**src/rtl/sar_pkg.sv**
```systemverilog
package sar_pkg;

    localparam int SEL_W     = 3;
    localparam int DIV_CODES = 6;

    typedef enum logic [1:0] {
        ST_IDLE,
        ST_HOLD,
        ST_RUN
    } seq_state_e;

    function automatic logic sel_is_rc(input logic [SEL_W-1:0] sel);
        return int'(sel) >= DIV_CODES;
    endfunction

    function automatic int unsigned div_ratio(input logic [SEL_W-1:0] sel);
        return 32'd1 << (int'(sel) + 1);
    endfunction

endpackage

```
**src/rtl/sar_tick_gen.sv**
```systemverilog
module sar_tick_gen
    import sar_pkg::*;
#(
    parameter int RC_PERIOD = 8
) (
    input  logic             clk_i,
    input  logic             rst_ni,
    input  logic             en_i,
    input  logic [SEL_W-1:0] sel_i,
    output logic             tick_o
);

    localparam int MAX_DIV = 1 << DIV_CODES;
    localparam int MAX_LIM = (RC_PERIOD > MAX_DIV) ? RC_PERIOD : MAX_DIV;
    localparam int CNT_W   = $clog2(MAX_LIM);

    typedef struct packed {
        logic [CNT_W-1:0] cnt;
    } tick_reg_t;

    tick_reg_t   r_d, r_q;
    int unsigned lim;
    logic [CNT_W-1:0] last;

    always_comb begin
        lim    = sel_is_rc(sel_i) ? RC_PERIOD : div_ratio(sel_i);
        last   = CNT_W'(lim - 1);
        tick_o = en_i && (r_q.cnt == last);
        r_d    = r_q;
        if (!en_i) begin
            r_d.cnt = '0;
        end else if (r_q.cnt == last) begin
            r_d.cnt = '0;
        end else begin
            r_d.cnt = r_q.cnt + 1'b1;
        end
    end

    always_ff @(posedge clk_i or negedge rst_ni) begin
        if (!rst_ni) begin
            r_q <= '0;
        end else begin
            r_q <= r_d;
        end
    end

endmodule

```
**src/rtl/sar_trial_reg.sv**
```systemverilog
module sar_trial_reg #(
    parameter int RES_W = 10
) (
    input  logic                     clk_i,
    input  logic                     rst_ni,
    input  logic                     clr_i,
    input  logic                     trial_en_i,
    input  logic                     tick_i,
    input  logic [$clog2(RES_W)-1:0] bit_idx_i,
    input  logic                     cmp_i,
    output logic [RES_W-1:0]         acc_o,
    output logic [RES_W-1:0]         dac_o
);

    typedef struct packed {
        logic [RES_W-1:0] acc;
    } trial_reg_t;

    trial_reg_t       r_d, r_q;
    logic [RES_W-1:0] trial_bit;

    always_comb begin
        trial_bit = trial_en_i ? (RES_W'(1) << bit_idx_i) : '0;
        dac_o     = r_q.acc | trial_bit;
        acc_o     = r_q.acc;
        r_d       = r_q;
        if (clr_i) begin
            r_d.acc = '0;
        end else if (trial_en_i && tick_i && cmp_i) begin
            r_d.acc = r_q.acc | trial_bit;
        end
    end

    always_ff @(posedge clk_i or negedge rst_ni) begin
        if (!rst_ni) begin
            r_q <= '0;
        end else begin
            r_q <= r_d;
        end
    end

endmodule

```
**src/rtl/sar_conv_ctrl.sv**
```systemverilog
module sar_conv_ctrl
    import sar_pkg::*;
#(
    parameter int RES_W     = 10,
    parameter int CYC_CLKS  = 4,
    parameter int RC_PERIOD = 8
) (
    input  logic             clk_i,
    input  logic             rst_ni,
    input  logic             ctl_we_i,
    input  logic             ctl_go_i,
    input  logic [2:0]       ctl_sel_i,
    input  logic             flag_we_i,
    input  logic             flag_wd_i,
    input  logic             cmp_i,
    output logic             go_o,
    output logic             flag_o,
    output logic [RES_W-1:0] result_o,
    output logic [RES_W-1:0] dac_code_o,
    output logic             sample_o
);

    localparam int FRAME     = RES_W + 3;
    localparam int STEP_W    = $clog2(FRAME);
    localparam int IDX_W     = $clog2(RES_W);
    localparam int WAIT_W    = $clog2(CYC_CLKS + 1);
    localparam int LAST_STEP = FRAME - 1;
    localparam int FIRST_TRY = 2;
    localparam int LAST_TRY  = RES_W + 1;

    typedef struct packed {
        seq_state_e        state;
        logic [STEP_W-1:0] step;
        logic [WAIT_W-1:0] wait_cnt;
        logic [SEL_W-1:0]  sel;
        logic              flag;
        logic [RES_W-1:0]  result;
    } ctrl_reg_t;

    ctrl_reg_t         r_d, r_q;
    logic              tick;
    logic              start_ok;
    logic              done;
    logic              in_trial;
    logic [STEP_W-1:0] idx_wide;
    logic [IDX_W-1:0]  bit_idx;
    logic [RES_W-1:0]  acc;

    sar_tick_gen #(
        .RC_PERIOD (RC_PERIOD)
    ) u_tick (
        .clk_i  (clk_i),
        .rst_ni (rst_ni),
        .en_i   (r_q.state == ST_RUN),
        .sel_i  (r_q.sel),
        .tick_o (tick)
    );

    sar_trial_reg #(
        .RES_W (RES_W)
    ) u_trial (
        .clk_i      (clk_i),
        .rst_ni     (rst_ni),
        .clr_i      (start_ok),
        .trial_en_i (in_trial),
        .tick_i     (tick),
        .bit_idx_i  (bit_idx),
        .cmp_i      (cmp_i),
        .acc_o      (acc),
        .dac_o      (dac_code_o)
    );

    always_comb begin
        in_trial = (r_q.state == ST_RUN)
                && (int'(r_q.step) >= FIRST_TRY)
                && (int'(r_q.step) <= LAST_TRY);
        idx_wide = STEP_W'(LAST_TRY) - r_q.step;
        bit_idx  = idx_wide[IDX_W-1:0];
    end

    always_comb begin
        r_d      = r_q;
        start_ok = 1'b0;
        done     = 1'b0;
        unique case (r_q.state)
            ST_IDLE: begin
                if (ctl_we_i) begin
                    r_d.sel = ctl_sel_i;
                    if (ctl_go_i) begin
                        start_ok     = 1'b1;
                        r_d.step     = '0;
                        r_d.wait_cnt = '0;
                        r_d.state    = sel_is_rc(ctl_sel_i) ? ST_HOLD : ST_RUN;
                    end
                end
            end
            ST_HOLD: begin
                if (ctl_we_i && !ctl_go_i) begin
                    r_d.state = ST_IDLE;
                end else if (int'(r_q.wait_cnt) == CYC_CLKS - 1) begin
                    r_d.state = ST_RUN;
                end else begin
                    r_d.wait_cnt = r_q.wait_cnt + 1'b1;
                end
            end
            ST_RUN: begin
                if (ctl_we_i && !ctl_go_i) begin
                    r_d.state = ST_IDLE;
                end else if (tick) begin
                    if (int'(r_q.step) == LAST_STEP) begin
                        done       = 1'b1;
                        r_d.state  = ST_IDLE;
                        r_d.result = acc;
                    end else begin
                        r_d.step = r_q.step + 1'b1;
                    end
                end
            end
            default: r_d.state = ST_IDLE;
        endcase

        if (flag_we_i && !flag_wd_i) begin
            r_d.flag = 1'b0;
        end
        if (done) begin
            r_d.flag = 1'b1;
        end
    end

    always_ff @(posedge clk_i or negedge rst_ni) begin
        if (!rst_ni) begin
            r_q <= '{state: ST_IDLE, default: '0};
        end else begin
            r_q <= r_d;
        end
    end

    assign go_o     = (r_q.state != ST_IDLE);
    assign sample_o = (r_q.state == ST_IDLE);
    assign flag_o   = r_q.flag;
    assign result_o = r_q.result;

endmodule

```
**config.mk**
```make
export PLATFORM = sky130hd
export DESIGN_NAME = sar_conv_ctrl
export DESIGN_NICKNAME = d
export VERILOG_FILES = /design/src/rtl/sar_pkg.sv /design/src/rtl/sar_tick_gen.sv /design/src/rtl/sar_trial_reg.sv /design/src/rtl/sar_conv_ctrl.sv
export SDC_FILE = /design/constraint.sdc
export NUM_CORES = 1
export LEC_CHECK = 0
export BUFFER_PORTS_ARGS = -buffer_cell sky130_fd_sc_hd__buf_2
export CAP_MARGIN = 10
export CELL_PAD_IN_SITES_DETAIL_PLACEMENT = 0
export CELL_PAD_IN_SITES_GLOBAL_PLACEMENT = 1
export CORE_MARGIN = 8
export CORE_UTILIZATION = 40
export DETAILED_ROUTE_END_ITERATION = 16
export PLACE_DENSITY_LB_ADDON = 0.12
export SLEW_MARGIN = 5
export SYNTH_ARGS = -nofsm -noshare
export SYNTH_HDL_FRONTEND = slang
export SYNTH_SLANG_ARGS = --single-unit
export TNS_END_PERCENT = 10
```
**constraint.sdc**
```tcl
create_clock -name clk_i -period 2.9 [get_ports clk_i]
set_clock_uncertainty 0.2 [all_clocks]
set_input_delay 0.58 -clock clk_i [delete_from_list [all_inputs] [get_ports clk_i]]
set_output_delay 0.58 -clock clk_i [all_outputs]
set_load 0.02 [all_outputs]
```
==> out/results.ini, run 1 <==
[status]
outcome = finished, final reports clean

[drt]
ant_nets = 0
vias_per_cell = 4.90
met1Wirelength_um = 2280
wirelength_um = 4460
drt_iter0_markers = 58
highest_layer = met4
routedWlPerCell_um = 14.1
remaining_drc_errors = 0
routed-wl-met2_um = 1950
vias = 1547
drt_pass1_iterations = 4
met3_length_um = 196

[power_and_ir_drop]
vdd_drop_max_uv = 275
p_leak_nw = 1.37
powerDensity_nw_per_um2 = 547

[clock_tree]
clockRootBuffer = clkbuf_8
cts_setup_buffers = 0
clkSinkCount = 39
clk_pin_slew_worst_paths_ns = 0.08
cts.path.max_buffers = 2
clkLatencyLatePin_ns = 0.29
numCtsBuffers = 5
cts-hold-fix-buffers = 0
cts_tree = done
cts_max_level = 2

[final_layout]
design_area_um2 = 2530
area_growth_pct = 16.2
drive_above_1_share_pct = 29.1
layout_commonest_cell = dfrtp_1
diodes = 0
mostFrequentLayoutCells = dfrtp_1, buf_2, nand2_1
final_nets = 265

[timing]
fin_ws_ns = 0.0691
max_freq_mhz = 353
hold_viol_final = 0
fin_setup_tns_ns = 0
worst_pin_slew_ns = 0.907
setup_viol = 0
fin_crit_ns = 2.83
timing.final.crit_share_pct = 97.6
rsz0062_at_grt = yes
maxSlewHeadroom_pct = 39.6
maxSlewViolCount = 0

[logic_synthesis]
synth_seq_area_share_pct = 44.8
yosys_most_used_dff = dfrtp_1
synth_area_per_cell_um2 = 10.4
async_flop_share_pct = 100
synthCells = 209
synth_cell_types = 44
synth_edf_count = 0
synth-seq-cells = 39
syn_area_um2 = 2180
synth_nets = 231
yosys_warnings = 0

[global_route]
track_usage_pct = 11.9
antenna_found_initial = 0
grt_max_degree = 40
grt-ovfl-total = 0
grt_pass1_vias = 1581
grt_pass1_wl_um = 7900

[worst_setup_path]
worst-setup-path-type = reg -> out
critPathMaxFanout = 6
cp-start-kind = flip-flop
crit_required_ns = 2.12
arrival_ns = 2.05
endpoint_kind = output pin

[die]
initial_utilization_pct = 40.6
fp.dieArea_um2 = 8060
std_cell_rows = 27
die_w_um = 89.8
core_area_um2 = 5370
die_h_um = 89.8
ios = 33

[place]
gp_congestion = 0.807
dpl-instance-area_um2 = 2390
pre_cts_ws_ns = 0.0970
place_hpwl_um = 3350
port_buffers = 32

[job]
maxCapViolations = 0

[hold_path]
min_path_type = in -> async

[cells in the mapped netlist (2+ instances only)]
| master | number | area [um2] |
|---|---|---|
| nor2_1 | 17 | 63.8 |
| buf_4 | 10 | 75.1 |
| dfrtp_1 | 39 | 976 |
| clkbuf_1 | 2 | 7.51 |
| xnor2_1 | 3 | 26.3 |
| a21o_1 | 9 | 67.6 |
| mux2_2 | 3 | 33.8 |
| mux2i_1 | 5 | 50.1 |
| mux2_4 | 9 | 135 |
| nor3_1 | 2 | 10.0 |
| nor2b_1 | 2 | 12.5 |
| o21ai_0 | 11 | 55.1 |
| inv_1 | 9 | 33.8 |
| inv_2 | 2 | 7.51 |
| xor2_1 | 4 | 35.0 |
| nand4_1 | 2 | 12.5 |
| ha_1 | 12 | 150 |
| o211a_1 | 3 | 30.0 |
| or3_1 | 2 | 12.5 |
| nand2b_1 | 4 | 25.0 |
| nand3_1 | 6 | 30.0 |
| nand2_1 | 31 | 116 |
[area by class of cell]
cell class                 instances  area, um2
sequential                        39        976
inverter                          11       41.3
clock buffer                       6       82.6
multi-input combinational        146       1090
timing repair buffer              40        220
tap                               72       90.1
clock inverter                     2       35.0
fill                             527       2840
[metal layers]
metal  track usage (%)  up-vias
li1                  -      779
met1              16.2      738
met2              17.9       25
met3              3.33        5
met4              3.39        0
met5                 0        -
[state kept, by name (all words and copies together), names as in the netlist]
signal         count
flag_o             1
r_q               12
result_o          10
u_tick.r_q         6
u_trial.acc_o     10
[cell families after synthesis]
kind of cell / synth area share, %
AND/OR/NAND/NOR: 17.1
flip-flops: 44.8
AO/OA/AOI/OAI: 11.4
buffers and inverters: 6.20
multiplexers: 10.6
adder cells (fa/ha/maj): 6.89
XOR/XNOR: 2.81
other: 0.172
[worst paths after layout]
check                                        end  cells after the start  slack [ns]        start
min in group clk_i                   result_o[4]                      1        0.29  result_o[4]
worst min-delay path                     r_q[11]                      1        0.22       rst_ni
worst min register to register       result_o[4]                      1        0.29  result_o[4]
max in group asynchronous       u_trial.acc_o[3]                      1        1.71       rst_ni
worst max register to register       result_o[4]                      9        0.12      r_q[11]
worst max-delay path               dac_code_o[2]                      7        0.07      r_q[19]
[worst max-delay path, cell delays in order (launching register included)]
cell and delay, ns:
dfrtp_1 0.39, buf_4 0.16, ha_1 0.21, nor3_1 0.26, nand2_1 0.15, nor2_1 0.26, a21o_1 0.17, buf_2 0.16
[where the power goes]
group | leakage (nW) | switching (mW) | internal (mW)
clock network | 0.0612 | 0.192 | 0.279
logic | 0.774 | 0.173 | 0.119
registers | 0.534 | 0.0398 | 0.582
total | 1.37 | 0.405 | 0.979
[stage by stage]
step	utilization (%)	power, mW	std cells	hold slack [ns]
6_report	47.1	1.38	316	0.222
5_1_grt	47.1	1.47	316	0.295
3_5_place_dp	44.6	0.924	308	0.275
3_3_place_gp	44.6	0.923	308	0.272
4_1_cts	46.8	1.40	316	0.249
2_1_floorplan	-	0.822	209	0.0844
[what timing repair did]
action	4_1_cts	5_1_grt
gates resized for setup	0	4
endpoints found under the setup margin	0	19
endpoints found under the hold margin	0	0
Note: power is estimated with default switching activity, not from simulation.
==> run 2, diff against run 1 <==
--- a/config.mk
+++ b/config.mk
@@ -13,8 +13,8 @@
 export CORE_UTILIZATION = 40
 export DETAILED_ROUTE_END_ITERATION = 16
 export PLACE_DENSITY_LB_ADDON = 0.12
+export RECOVER_POWER = 100
 export SLEW_MARGIN = 5
 export SYNTH_ARGS = -nofsm -noshare
 export SYNTH_HDL_FRONTEND = slang
 export SYNTH_SLANG_ARGS = --single-unit
-export TNS_END_PERCENT = 10
==> run 2 against run 1 <==
  * Fmax up 0.90%
  * Clock-buffer cell count unchanged
  * Register-to-register slack better by 0.05 ns
  * First-iteration DRC count down 6.9%
  * Largest cell class unchanged
==> out/results.ini, run 2 (synthesized netlist as in run 1, its figures left out) <==
[worst_setup_path]
critPathMaxFanout = 6
cp-start-kind = flip-flop
arrival_ns = 2.03
worst-setup-path-type = reg -> out
path_cells = buf_4 > ha_1 > nor3_1 > nand2_1 > nor2_1 > a21o_1 > buf_2
endpoint_kind = output pin
crit_family = simple AND/OR/NAND/NOR gates
path_buf_inv = 2
crit_path_max_incr_delay_ns = 0.39
crit_required_ns = 2.12
crit_path_top_delay_cell = dfrtp_1

[final_layout]
largest-register = r_q
layout_commonest_cell = dfrtp_1
design_area_um2 = 2510
final_nets = 266
diodes = 0
area_growth_pct = 15.3
mostFrequentLayoutCells = dfrtp_1, nand2_1, nor2_1
final_util_pct = 46.8
drive_above_1_share_pct = 22.0
fillers = 539
largest_reg_flops = 12

[clock_tree]
numCtsBuffers = 5
cts.path.max_buffers = 2
cts_max_level = 2
cts_tree = done
clkSinkCount = 39
clkLatencyLatePin_ns = 0.29
cts-hold-fix-buffers = 0
clockRootBuffer = clkbuf_8
clk_pin_slew_worst_paths_ns = 0.08

[job]
maxCapViolations = 0

[timing]
fin_crit_ns = 2.81
hold_viol_final = 0
max_freq_mhz = 356
fin_ws_ns = 0.0942
worst_pin_slew_ns = 1.01
rsz0062_at_grt = yes
setup_viol = 0
maxSlewViolCount = 0
timing.final.crit_share_pct = 96.8
maxSlewHeadroom_pct = 32.9

[power_and_ir_drop]
powerDensity_nw_per_um2 = 554
vdd_drop_max_uv = 277
finalPower_mw = 1.39
p_leak_nw = 1.30

[global_route]
antenna_found_initial = 0
grt_pass1_vias = 1581
track_usage_pct = 11.9
grt-ovfl-total = 0
grt_pass1_wl_um = 7900
grt_max_degree = 40

[drt]
ant_nets = 0
remaining_drc_errors = 0
wirelength_um = 4640
drt_iter0_markers = 54
vias_per_cell = 4.88
drt_pass1_iterations = 4
routedWlPerCell_um = 14.6
vias = 1546

[place]
port_buffers = 32
dpl-instance-area_um2 = 2390
place_hpwl_um = 3350
pre_cts_ws_ns = 0.0970
gp_congestion = 0.807

[die]
initial_utilization_pct = 40.6
std_cell_rows = 27
die_h_um = 89.8
core_area_um2 = 5370
fp.dieArea_um2 = 8060
die_w_um = 89.8
ios = 33

[hold_path]
min_path_type = in -> async

[status]
outcome = finished, final reports clean

==> run 2: area by class of cell <==
type                            instances  area, um2  share of cell area [%]
Inverter                               11       41.3                    1.64
Timing Repair Buffer                   40        196                    7.82
Tap cell                               72       90.1                    3.59
Multi-Input combinational cell        147       1090                    43.4
Sequential cell                        39        976                    38.9
Clock buffer                            6       82.6                    3.29
Clock inverter                          2       35.0                    1.40
==> run 2: through the flow <==
step / setup TNS (ns) / cells / hold slack, ns
6_report: 0 / 317 / 0.252
5_1_grt: -0.117 / 317 / 0.308
4_1_cts: 0 / 316 / 0.249
3_5_place_dp: 0 / 308 / 0.275
3_3_place_gp: 0 / 308 / 0.272
2_1_floorplan: 0 / 209 / 0.0844
==> run 2: metal layers <==
| layer | vias to the layer above | global-route usage (%) | wire [um] |
|---|---|---|---|
| met5 | - | 0 | 0 |
| met4 | 0 | 3.39 | 35 |
| met3 | 5 | 3.33 | 190 |
| met2 | 23 | 17.9 | 2010 |
| met1 | 737 | 16.2 | 2400 |
| li1 | 781 | - | - |
==> run 2: repair_timing <==
action,4_1_cts,5_1_grt
buffers inserted,0,0
gates resized for setup,0,8
endpoints found under the setup margin,0,19
==> run 2: power breakdown <==
part           switching [mW]  internal, mW
sequential             0.0400         0.582
combinational           0.178         0.119
clock                   0.193         0.279
total                   0.411         0.979
==> run 2: worst paths after layout <==
kind | startpoint | end | slack [ns] | cells after the start
max | r_q[19] | dac_code_o[6] | 0.09 | 7
min | rst_ni | r_q[11] | 0.25 | 1
max reg2reg | r_q[11] | result_o[4] | 0.17 | 10
min reg2reg | r_q[14] | r_q[14] | 0.29 | 1
max in group asynchronous | rst_ni | result_o[0] | 1.63 | 1
min in group clk_i | r_q[14] | r_q[14] | 0.29 | 1
==> run 3, diff against run 2 <==
--- a/config.mk
+++ b/config.mk
@@ -9,10 +9,11 @@
 export CAP_MARGIN = 10
 export CELL_PAD_IN_SITES_DETAIL_PLACEMENT = 0
 export CELL_PAD_IN_SITES_GLOBAL_PLACEMENT = 1
+export CORE_ASPECT_RATIO = 1.2
 export CORE_MARGIN = 8
 export CORE_UTILIZATION = 40
 export DETAILED_ROUTE_END_ITERATION = 16
-export PLACE_DENSITY_LB_ADDON = 0.12
+export PLACE_DENSITY = 0.84
 export RECOVER_POWER = 100
 export SLEW_MARGIN = 5
 export SYNTH_ARGS = -nofsm -noshare
==> run 3 against run 2 <==
  * Power increased by 3.5%
  * Clock power increased by 14%
  * Via count increased by 0.26%
  * Die area increased by 0.12%
  * Largest cell class unchanged
  * Sequential power increased by 0.8%
  * Clock-buffer cell count decreased by 1
  * Critical endpoint is now result_o[1]
  * Final cell count decreased by 4.4%
  * Critical path type is now reg -> reg
  * Register-to-register slack got worse by 0.08 ns
  * Fmax about the same
  * Global-route usage decreased by 0.77 points
  * Sequential share of layout area increased by 0.36 points
  * Core utilization increased by 0.60 points
==> out/results.ini, run 3 (synthesized netlist as in run 1, its figures left out) <==
[drt]
wirelength_um = 4420
drt_pass1_iterations = 4
remaining_drc_errors = 0
routedWlPerCell_um = 14.6
vias_per_cell = 5.12
vias = 1550
ant_nets = 0
drt_iter0_markers = 107

[worst_setup_path]
critPathMaxFanout = 11
crit_path_max_incr_delay_ns = 0.50
endpoint_kind = flip-flop
reg2reg_from = r_q[13]
crit_path_top_delay_cell = or3_4
path_cells = nor2_1 > nand2_1 > ha_1 > xor2_1 > o311ai_1 > buf_4 > nand4b_4 > or3_4 > mux2_1
crit-reg2reg-capture = result_o[1]
crit_required_ns = 2.88
cp-start-kind = flip-flop
rrSetupSlack_ns = 0.09
rr_worst_depth = 9
worst-setup-path-type = reg -> reg
arrival_ns = 2.78

[clock_tree]
numCtsBuffers = 5
cts.path.max_buffers = 2
cts_max_level = 2
cts-hold-fix-buffers = 0
clk_pin_slew_worst_paths_ns = 0.08
clkSinkCount = 39
clockRootBuffer = clkbuf_8
clkLatencyLatePin_ns = 0.30
cts_tree = done

[timing]
fin_crit_ns = 2.81
hold_viol_final = 0
timing.final.crit_share_pct = 96.8
rsz0062_at_grt = no
setup_viol = 0
worst_pin_slew_ns = 0.850
maxSlewViolCount = 0
max_freq_mhz = 356
fin_setup_tns_ns = 0
maxSlewHeadroom_pct = 43.4
holdWs_ns = 0.187

[global_route]
antenna_found_initial = 0
grt_pass1_wl_um = 7490
grt_pass1_vias = 1625
grt-ovfl-total = 0
grt_max_degree = 40
track_usage_pct = 11.2

[die]
core_area_um2 = 5260
initial_utilization_pct = 41.4
die_h_um = 96.8
ios = 33
fp.dieArea_um2 = 8070
die_w_um = 83.4
std_cell_rows = 29

[final_layout]
layout_commonest_cell = dfrtp_1
diodes = 0
multiInputGateArea_um2 = 1080
final_nets = 262
fillers = 520
area_growth_pct = 14.4
design_area_um2 = 2490
largest-register = r_q
largest_reg_flops = 12
drive_above_1_share_pct = 22.0
mostFrequentLayoutCells = dfrtp_1, nand2_1, nor2_1
fin_cells = 303
final-seq-area_um2 = 977

[hold_path]
min_path_type = in -> async

[power_and_ir_drop]
finalPower_mw = 1.44
vdd_drop_max_uv = 214
powerDensity_nw_per_um2 = 578
p_leak_nw = 1.30

[status]
outcome = finished, final reports clean

[place]
gp_congestion = 0.789
place_hpwl_um = 3370
dpl-instance-area_um2 = 2360
port_buffers = 32
dp_cells = 295

[job]
maxCapViolations = 0

[run 3: changes by cell type in the layout (fill, tap and decap cells not counted), sizes merged]
cell | previous run | this run
buf | 18 | 16
or3 | 4 | 3
clkinvlp | 0 | 1
bufinv | 1 | 2
clkbuf | 28 | 26
clkinv | 1 | 0
[run 3: cell type report]
| class | instances | area share (%) |
|---|---|---|
| Timing Repair Buffer | 37 | 7.13 |
| Clock inverter | 3 | 2.71 |
| Tap cell | 62 | 3.11 |
| Multi-Input combinational cell | 146 | 43.4 |
| Clock buffer | 5 | 2.76 |
| Sequential cell | 39 | 39.2 |
| Inverter | 11 | 1.66 |
[run 3: layer usage]
metal | vias to the layer above | GRT usage [%] | share of wire [%]
met5 | - | 0 | 0
li1 | 771 | - | -
met2 | 17 | 19.9 | 52
met1 | 754 | 12.2 | 43
met3 | 8 | 3.02 | 3.3
met4 | 0 | 4.07 | 1.7
[run 3: worst max-delay path by stage]
| stage | cells after the start | start | end |
|---|---|---|---|
| 4_1_cts | 8 | r_q[19] | dac_code_o[7] |
| 5_1_grt | 9 | r_q[13] | result_o[1] |
| 6_report | 9 | r_q[13] | result_o[1] |
| 3_3_place_gp | 9 | r_q[13] | result_o[4] |
| 3_5_place_dp | 9 | r_q[13] | result_o[4] |
| 2_1_floorplan | 9 | r_q[12] | result_o[0] |
[run 3: report_power, final]
part | total, mW | switching (mW) | internal [mW]
clock network | 0.540 | 0.197 | 0.343
registers | 0.627 | 0.0452 | 0.582
logic | 0.271 | 0.163 | 0.109
[run 3: repair_timing]
action	4_1_cts	5_1_grt
setup endpoints to repair	0	20
setup buffers	0	0
resized for setup	0	6
[run 3: metrics by stage]
step | utilization [%] | setup WS, ns
2_1_floorplan | - | 0.0469
3_3_place_gp | 44.9 | 0.141
3_5_place_dp | 44.9 | 0.0971
4_1_cts | 47.4 | 0.0485
5_1_grt | 47.3 | 0.00789
6_report | 47.3 | 0.0930
[run 3: critical path, delay by kind of cell, from the launching register on]
family | cells | cell delay (ns)
simple gates | 4 | 0.82
flops | 1 | 0.43
mux | 1 | 0.34
compound gates | 1 | 0.28
fa+ha+maj | 1 | 0.25
buf+inv | 1 | 0.19
xor+xnor | 1 | 0.18
